[src/rtl/adapt_pfd.sv]
module adapt_pfd #(
  parameter int CW = 4
) (
  input  logic          clk,
  input  logic          rst_n,
  input  logic          ref_in,
  input  logic          fb_in,
  input  logic [1:0]    pump_mode,
  input  logic          force_float,
  input  logic          load_strobe,
  input  logic [CW-1:0] adapt_len,
  output logic          up,
  output logic          dn,
  output logic          hi_oe,
  output logic          lo_oe,
  output logic          alt_sel
);

  logic          ref_d, fb_d, up_q, dn_q, adapting;
  logic [CW-1:0] cnt, lim;

  wire ref_rise = ref_in & ~ref_d;
  wire fb_rise  = fb_in & ~fb_d;
  wire up_set   = up_q | ref_rise;
  wire dn_set   = dn_q | fb_rise;
  wire [CW-1:0] cnt_nxt = cnt + 1'b1;
  wire expire   = adapting & ref_rise & (cnt_nxt == lim);

  always_ff @(posedge clk or negedge rst_n) begin
    if (!rst_n) begin
      ref_d <= 1'b0;
      fb_d  <= 1'b0;
      up_q  <= 1'b0;
      dn_q  <= 1'b0;
    end else begin
      ref_d <= ref_in;
      fb_d  <= fb_in;
      up_q  <= up_set & ~dn_set;
      dn_q  <= dn_set & ~up_set;
    end
  end

  always_ff @(posedge clk or negedge rst_n) begin
    if (!rst_n) begin
      adapting <= 1'b0;
      alt_sel  <= 1'b0;
      cnt      <= '0;
      lim      <= '0;
    end else if (load_strobe) begin
      adapting <= (adapt_len != '0);
      alt_sel  <= 1'b0;
      cnt      <= '0;
      lim      <= adapt_len;
    end else if (expire) begin
      adapting <= 1'b0;
      alt_sel  <= 1'b1;
    end else if (adapting && ref_rise) begin
      cnt <= cnt_nxt;
    end
  end

  assign up = up_q;
  assign dn = dn_q;
  assign hi_oe = ~force_float & (adapting | (~alt_sel & pump_mode[1]));
  assign lo_oe = ~force_float & ~adapting & (alt_sel | pump_mode[0]);

  a_r3_never_both: assert property (@(posedge clk) disable iff (!rst_n)
    !(up && dn));
  a_r3_clear_on_meet: assert property (@(posedge clk) disable iff (!rst_n)
    (up && fb_rise) |=> (!up && !dn));
  a_r1_hold_up: assert property (@(posedge clk) disable iff (!rst_n)
    (up && !fb_rise) |=> up);
  a_r7_expire_source: assert property (@(posedge clk) disable iff (!rst_n)
    $rose(alt_sel) |-> ($past(adapting) && $past(ref_rise)));
  a_r9_load_clears_alt: assert property (@(posedge clk) disable iff (!rst_n)
    load_strobe |=> !alt_sel);
  a_r5_float: assert property (@(posedge clk) disable iff (!rst_n)
    force_float |-> (!hi_oe && !lo_oe));

endmodule

[config.mk]
export PLATFORM = sky130hd
export DESIGN_NAME = adapt_pfd
export DESIGN_NICKNAME = d
export VERILOG_FILES = /design/src/rtl/adapt_pfd.sv
export SDC_FILE = /design/constraint.sdc
export NUM_CORES = 1
export LEC_CHECK = 0
export BUFFER_PORTS_ARGS = -buffer_cell sky130_fd_sc_hd__buf_2
export CORE_MARGIN = 2
export CORE_UTILIZATION = 45
export DETAILED_ROUTE_END_ITERATION = 6
export MAX_ROUTING_LAYER = met4
export PLACE_DENSITY = 0.73
export SLEW_MARGIN = 25
export SYNTH_ARGS = -nofsm -noshare
export SYNTH_HDL_FRONTEND = slang
export SYNTH_SLANG_ARGS = --single-unit
[constraint.sdc]
create_clock -name clk -period 1.9 [get_ports clk]
set_input_delay 0.38 -clock clk [delete_from_list [all_inputs] [get_ports clk]]
set_output_delay 0.38 -clock clk [all_outputs]
set_load 0.01 [all_outputs]
Yosys cells after proc, flatten, opt, wreduce, memory -nomap -nowiden

Cells that the tools add are included.

Bits in registers: 14

$add $sub $neg: 1
Eq/ne operators: 2
Multiplexer cells: 7
Bitwise operators: 21
Reductions and logical operators: 5

Operators by type and width:

| operator                                                      | count |
|---|---|
| 4-bit 2-to-1 mux                                              | 3 |
| 1-bit AND                                                     | 10 |
| 1-bit NOT                                                     | 7 |
| 4-bit by 1-bit adder with 4-bit output, second input constant | 1 |
| 4-bit == test                                                 | 1 |
| 1-bit 2-to-1 mux                                              | 4 |
| 1-bit OR                                                      | 4 |
| 2-bit nonzero test                                            | 2 |
| 4-bit nonzero test                                            | 1 |
| 2-bit inequality test, second input constant                  | 1 |
| 2-bit AND reduction                                           | 1 |
| 1-bit logical AND                                             | 1 |

Longest topological paths before layout

Gate-level depths: netlist of the first run.

Word-level depth: 6
Gate-level depth with buffers: 6

Worst setup path before layout of the first run

Ideal clock, no wire load.

Path kind: register to register
From: reg cnt[0]
To: reg adapting
Setup time: 0.134 ns
Arrival: 1.537 ns
Setup slack: 0.228 ns
Cell stages (with the launch flop): 7
Buffers on the path: 1
Path through: dfrtp_1 > ha_1 > xor2_1 > or2_0 > clkbuf_1 > o41ai_1 > o21ai_1

Word-level cells in the longest chain between the ends: 4

Ends and longest elaborated chain:

| element                                | RTL line | RTL |
|---|---|---|
| start, declared                        | 20       | `logic [CW-1:0] cnt, lim;` |
| start signal, assigned                 | 58       | `cnt <= cnt_nxt;` |
| 4-bit by 1-bit adder with 4-bit output | 26       | `wire [CW-1:0] cnt_nxt = cnt + 1'b1;` |
| 4-bit == test                          | 27       | `wire expire = adapting & ref_rise & (cnt_nxt == lim);` |
| 1-bit AND                              | 27       |  |
| 2-bit nonzero test (no source line)    | -        |  |
| end signal, assigned                   | 50       | `adapting <= (adapt_len != '0);` |
| end, declared                          | 19       | `logic ref_d, fb_d, up_q, dn_q, adapting;` |

No other way between the ends.
A chain may end at the register's enable or synchronous reset.

Worst setup path in the final report of the first run

Same ends and word-level chain as after synthesis.

==> metrics.txt, run 1 <==
status=finished clean; synthesized area=767.0 sq um; die area=2051 sq um; Syn Nets=89; Distinct cells, synth=29; fin util=59.07%; die width=45.29 um; Final HPWL DP=1202 um; HP Class=in -> reg; routed wl met3=78 um; Initial Utilization=49.20%; Worst Path Max Fanout=6; fin cells=112; cts bufs inserted=3; met1 WL=654 um; Mean Syn Cell Area=10.09 sq um; vias in the first global route=615; WS Path Type=reg -> reg; FP Rows=14; critical path endpoint category=flop; unrepaired setup endpoints after global routing=no; critical path launch point type=flop; Root Driver=clkbuf_4; TritonCTS clock tree=done; Tightest Pin Transition=0.4358 ns; pwr dens=767.6 nW/um^2; Clock Tree Buf Depth=2; WP data required=2.05 ns; number of synthesized register bits=14; GP Congestion=0.7671; antenna violations before repair=0; PortBufs=16; Pleak=0.4143 nW; worst reg2reg setup slack=0.10 ns; Syn. warnings=0; crit path DAT=1.94 ns; largest net degree at the start of global routing=16; dpl cells=107; sequential-to-total area share from yosys stat=45.68%; crit path time final=1.796 ns; Iter 0 DRT Violations=11; global-route usage over all layers=18.54%; Mapped Cells=76; routed vias/inst=5.714; top layer reached by signal wires=met3; Tcrit/Tclk final=94.51%; ant diodes=0; first-pass GRT wire length=2587 um; maxcap violations=0; clk_skew=0.002152 ns; drt total wl=1539 um; Core ar.=1559 sq um; H-tree levels=1; Sink Count=14; Final ANT Viol Nets=0; layout cells sized above 1=28.13%; Worst VDD drop=0.4816 mV; I/O pin count=17; final hold vios=0; worst rel slew slack=70.74%; Layout area overhead=20.07%; DRC viols=0; grt total ovfl=0; setup TNS=0 ns; Clock Latency Late Sink=0.27 ns; die height=45.29 um; WL/cell=13.74 um; Final Setup Violations=0; vias=640; Clock Pin Slew Worst Setup and Hold Paths=0.08 ns; wire length on met2=806 um; setup bufs post-CTS=0; Layout Nets=110; Peak Freq=556.9 MHz; Slew Limit Fails=0; Pre-Repair DR Iteration Count=4
-- where the power goes --
part,total [W],leakage [nW],internal [W],switching [W]
clock network,0.000208,0.0210,0.000117,0.0000914
logic,0.000156,0.217,0.0000670,0.0000893
registers,0.000343,0.176,0.000322,0.0000202
total,0.000707,0.414,0.000506,0.000201
-- Yosys cell counts --
| master | count | area share (%) |
|---|---|---|
| a41oi_1 | 1 | 1.1 |
| o21ai_0 | 4 | 2.6 |
| o311ai_1 | 1 | 1.1 |
| o41ai_1 | 2 | 2.3 |
| nor4b_1 | 1 | 1.1 |
| mux2_2 | 4 | 5.9 |
| nand4_1 | 4 | 3.3 |
| dfrtp_1 | 14 | 46 |
| xor2_2 | 1 | 2.1 |
| inv_1 | 2 | 0.98 |
| nand3b_1 | 1 | 0.98 |
| a22oi_1 | 2 | 2.0 |
| nand3_1 | 4 | 2.6 |
| o211ai_1 | 1 | 0.98 |
| o21ai_1 | 1 | 0.65 |
| nor2b_1 | 4 | 3.3 |
| o21a_1 | 1 | 0.98 |
| xnor2_1 | 4 | 4.6 |
| or2_0 | 1 | 0.82 |
| nor3_1 | 3 | 2.0 |
| nor2_1 | 6 | 2.9 |
| clkbuf_1 | 2 | 0.98 |
| nand2_1 | 1 | 0.49 |
| xor2_1 | 3 | 3.4 |
| a21oi_1 | 4 | 2.6 |
| ha_1 | 1 | 1.6 |
| nor3b_1 | 1 | 0.98 |
| and3b_1 | 1 | 1.1 |
| nand2b_1 | 1 | 0.82 |
-- state kept, by name, summed over array words and instances, names as in the netlist --
name / flops
lim: 4
dn: 1
ref_d: 1
adapting: 1
alt_sel: 1
cnt: 4
up: 1
fb_d: 1
-- metal layers --
layer  up-vias  track usage (%)
li1        320                -
met1       297            19.49
met2        23            31.43
met5         -                -
met3         0            7.600
met4         0            5.882
-- critical path: stages (launching register included) --
cell,delay (ns)
dfrtp_1,0.43
ha_1,0.34
xor2_1,0.18
or2_0,0.34
o41ai_2,0.28
o21ai_1,0.10
-- final timing paths --
path / from / end / cells past startpoint
max: cnt[0]$_DFFE_PN0P_ / adapting$_DFFE_PN0P_ / 5
min: fb_in / fb_d$_DFF_PN0_ / 1
max reg2reg: cnt[0]$_DFFE_PN0P_ / adapting$_DFFE_PN0P_ / 5
min reg2reg: up$_DFF_PN0_ / dn$_DFF_PN0_ / 1
max in group asynchronous: rst_n / lim[1]$_DFFE_PN0P_ / 2
min in group asynchronous: rst_n / cnt[3]$_DFFE_PN0P_ / 2
-- through the flow --
step	cell area [sq um]	setup slack, ns	hold WS, ns	total power (W)
5_1_grt	920.9	0.006985	0.2098	0.0007536
2_1_floorplan	767.0	0.2284	0.08441	0.0004471
3_5_place_dp	867.1	0.05412	0.2939	0.0005020
4_1_cts	913.4	0.04677	0.2106	0.0007142
6_report	920.9	0.1043	0.2175	0.0007068
3_3_place_gp	867.1	0.1911	0.2890	0.0004951
-- cell usage in the layout, fill, tap and decap left out --
cell type / Yosys / routed
ha_1: 1 / 1
inv_1: 2 / 2
clkbuf_8: 0 / 1
o21ai_0: 4 / 4
clkbuf_4: 0 / 3
nor4b_1: 1 / 1
o311ai_1: 1 / 1
buf_2: 0 / 16
mux2_2: 4 / 4
nand2b_1: 1 / 1
o41ai_1: 2 / 1
buf_4: 0 / 1
dfrtp_1: 14 / 14
xor2_1: 3 / 3
a22oi_1: 2 / 2
xnor2_1: 4 / 4
xor2_2: 1 / 1
nand4_1: 4 / 4
and3b_1: 1 / 1
o21a_1: 1 / 1
nor3b_1: 1 / 1
o21ai_1: 1 / 1
nand3_1: 4 / 4
a21oi_1: 4 / 4
nand2_1: 1 / 1
nand3b_1: 1 / 1
o211ai_1: 1 / 1
o41ai_2: 0 / 1
dlygate4sd3_1: 0 / 1
or2_0: 1 / 1
a41oi_1: 1 / 1
nor2b_1: 4 / 4
nor3_1: 3 / 3
nor2_1: 6 / 6
-- kinds of logic (layout without fill, tap and decap cells) --
kind of cell,count (synthesis),count (layout),share of synthesized area [%]
fa+ha+maj,1,1,1.631
compound gates,17,17,14.36
simple gates,28,28,20.39
buf+inv,4,24,1.958
xor+xnor,8,8,10.11
flops,14,14,45.68
mux,4,4,5.872
-- cell type report --
cell class | count | area (sq um)
inverter | 2 | 7.507
clock buffer | 4 | 36.28
timing repair buffer | 18 | 97.59
tap | 16 | 20.02
sequential | 14 | 350.3
multi-input combinational | 58 | 409.1
fill | 142 | 638.1
-- timing repair --
item / 4_1_cts / 5_1_grt
hold endpoints to repair: 14 / 0
resized for setup: 0 / 1
hold buffers: 1 / 0
endpoints found under the setup margin: 0 / 1
No activity file was read; power rests on OpenSTA's default activity.
==> inputs of run 2 (changes only) <==
- PLACE_DENSITY: 0.73 -> 0.76
==> run 2 against run 1 <==
  * Final cell count is the same
  * First-iteration DRC count grew to 3.5 times the previous value
  * Design area shrank 0.82%
  * Largest power group unchanged
  * Global-route usage grew 1.6 points
  * Clock power is essentially flat
  * Critical path type unchanged
  * Sequential share of layout area grew 0.31 points
  * Sequential power is essentially flat
  * Count of clock-buffer cells in the layout is the same
==> metrics.txt, run 2 (same netlist as run 1, synthesis figures left out) <==
status=finished clean; Pre-Repair DR Iteration Count=4; crit path time final=1.840 ns; WS Path Type=reg -> reg; FF-to-FF Start=cnt[0]$_DFFE_PN0P_; fin cells=112; first-pass GRT wire length=2849 um; Worst Path Max Fanout=6; Root Driver=clkbuf_4; grt total ovfl=0; routed vias/inst=6.107; critical path launch point type=flop; drt total wl=1689 um; hold path start=fb_in; pre-CTS setup slack=0.1321 ns; Clock Pin Slew Worst Setup and Hold Paths=0.08 ns; fin util=58.59%; most frequent cells in the layout=16 x buf_2, 14 x dfrtp_1, 6 x nor2_1; Crit. Startpoint=cnt[0]$_DFFE_PN0P_; Pleak=0.4105 nW; max incr delay on CP=0.45 ns; Tightest Pin Transition=0.4218 ns; cts bufs inserted=3; Iter 0 DRT Violations=38; GP Congestion=0.8397; register area=350.3 sq um; crit path DAT=1.99 ns; worst rel slew slack=71.68%; dpl cells=107; ant diodes=0; Final HPWL DP=1221 um; die height=45.29 um; Core ar.=1559 sq um; Worst VDD drop=0.4905 mV; crit-path cells=ha_1 > xor2_1 > or2_0 > o41ai_1 > o21ai_1; die width=45.29 um; maxcap violations=0; final-layout fill cell count=137; WL/cell=15.08 um; Layout area overhead=19.09%; Peak Freq=543.4 MHz; I/O pin count=17; clk_skew=0.0005769 ns; largest net degree at the start of global routing=16; final hold vios=0; vias in the first global route=659; layout cells sized above 1=27.08%; die area=2051 sq um; DRC viols=0; global-route usage over all layers=20.10%; WP data required=2.05 ns; pwr dens=781.5 nW/um^2; critical path endpoint category=flop; most common cell after layout, fill and taps aside=buf_2; antenna violations before repair=0; H-tree levels=1; TritonCTS clock tree=done; Post-CTS Resized=0; Tcrit/Tclk final=96.86%; FP Rows=14; Final Setup Violations=0; HP Class=in -> reg; fin worst setup slack=0.05965 ns; Initial Utilization=49.20%; Layout Nets=110; Multi-input gate area=401.6 sq um; Sink Count=14; Worst path slowest cell=dfrtp_1; Clock Tree Buf Depth=2; vias=684; Slew Limit Fails=0; Final ANT Viol Nets=0; Clock Latency Late Sink=0.27 ns; Top Registers=cnt: 4 flops, lim: 4 flops; PortBufs=16; unrepaired setup endpoints after global routing=no; setup TNS=0 ns; total power=0.0007138 W
==> run 2: cell counts in the layout (fill, tap and decap cells not counted) <==
No cell type changed its count.
==> run 2: final timing paths <==
path	to	depth (start not counted)	slack [ns]
max	adapting$_DFFE_PN0P_	5	0.06
min in group asynchronous	lim[1]$_DFFE_PN0P_	2	0.52
min	fb_d$_DFF_PN0_	1	0.22
max reg2reg	adapting$_DFFE_PN0P_	5	0.06
max in group asynchronous	lim[2]$_DFFE_PN0P_	2	1.15
min reg2reg	dn$_DFF_PN0_	1	0.45
==> run 2: what timing repair did <==
action	in CTS	in global routing
setup buffers	0	0
hold endpoints to repair	14	0
hold buffers	1	0
==> run 2: per-stage QoR <==
| stage | hold slack (ns) | instance area, sq um |
|---|---|---|
| floorplan | 0.08441 | 767.0 |
| global placement | 0.2884 | 867.1 |
| detailed placement | 0.2891 | 867.1 |
| CTS | 0.2138 | 913.4 |
| global route | 0.2040 | 913.4 |
| finish | 0.2205 | 913.4 |
==> run 2: critical path: cells and delay by family (launching register included) <==
kind | cells | cell delay, ns
compound gates | 2 | 0.38
simple gates | 1 | 0.36
fa+ha+maj | 1 | 0.34
flops | 1 | 0.45
xor+xnor | 1 | 0.19
==> run 2: layout make-up <==
type	count	share of cell area, %
sequential	14	38.36
timing repair buffer	18	10.68
tap	16	2.192
inverter	2	0.8219
multi-input combinational	58	43.97
clock buffer	4	3.973
==> run 2: metal layers <==
layer | track usage (%) | part of all wire [%] | vias to the layer above
met5 | - | 0 | -
met4 | 10.59 | 2.1 | 0
met3 | 2.400 | 5.4 | 5
met2 | 28.86 | 49 | 35
met1 | 27.76 | 43 | 322
li1 | - | - | 322
==> run 2: power breakdown <==
| part | switching [W] | total [W] | leakage [nW] | internal [W] |
|---|---|---|---|---|
| registers | 0.0000212 | 0.000344 | 0.176 | 0.000322 |
| clock network | 0.0000932 | 0.000210 | 0.0210 | 0.000117 |
| logic | 0.0000946 | 0.000161 | 0.214 | 0.0000660 |
| total | 0.000209 | 0.000714 | 0.410 | 0.000505 |
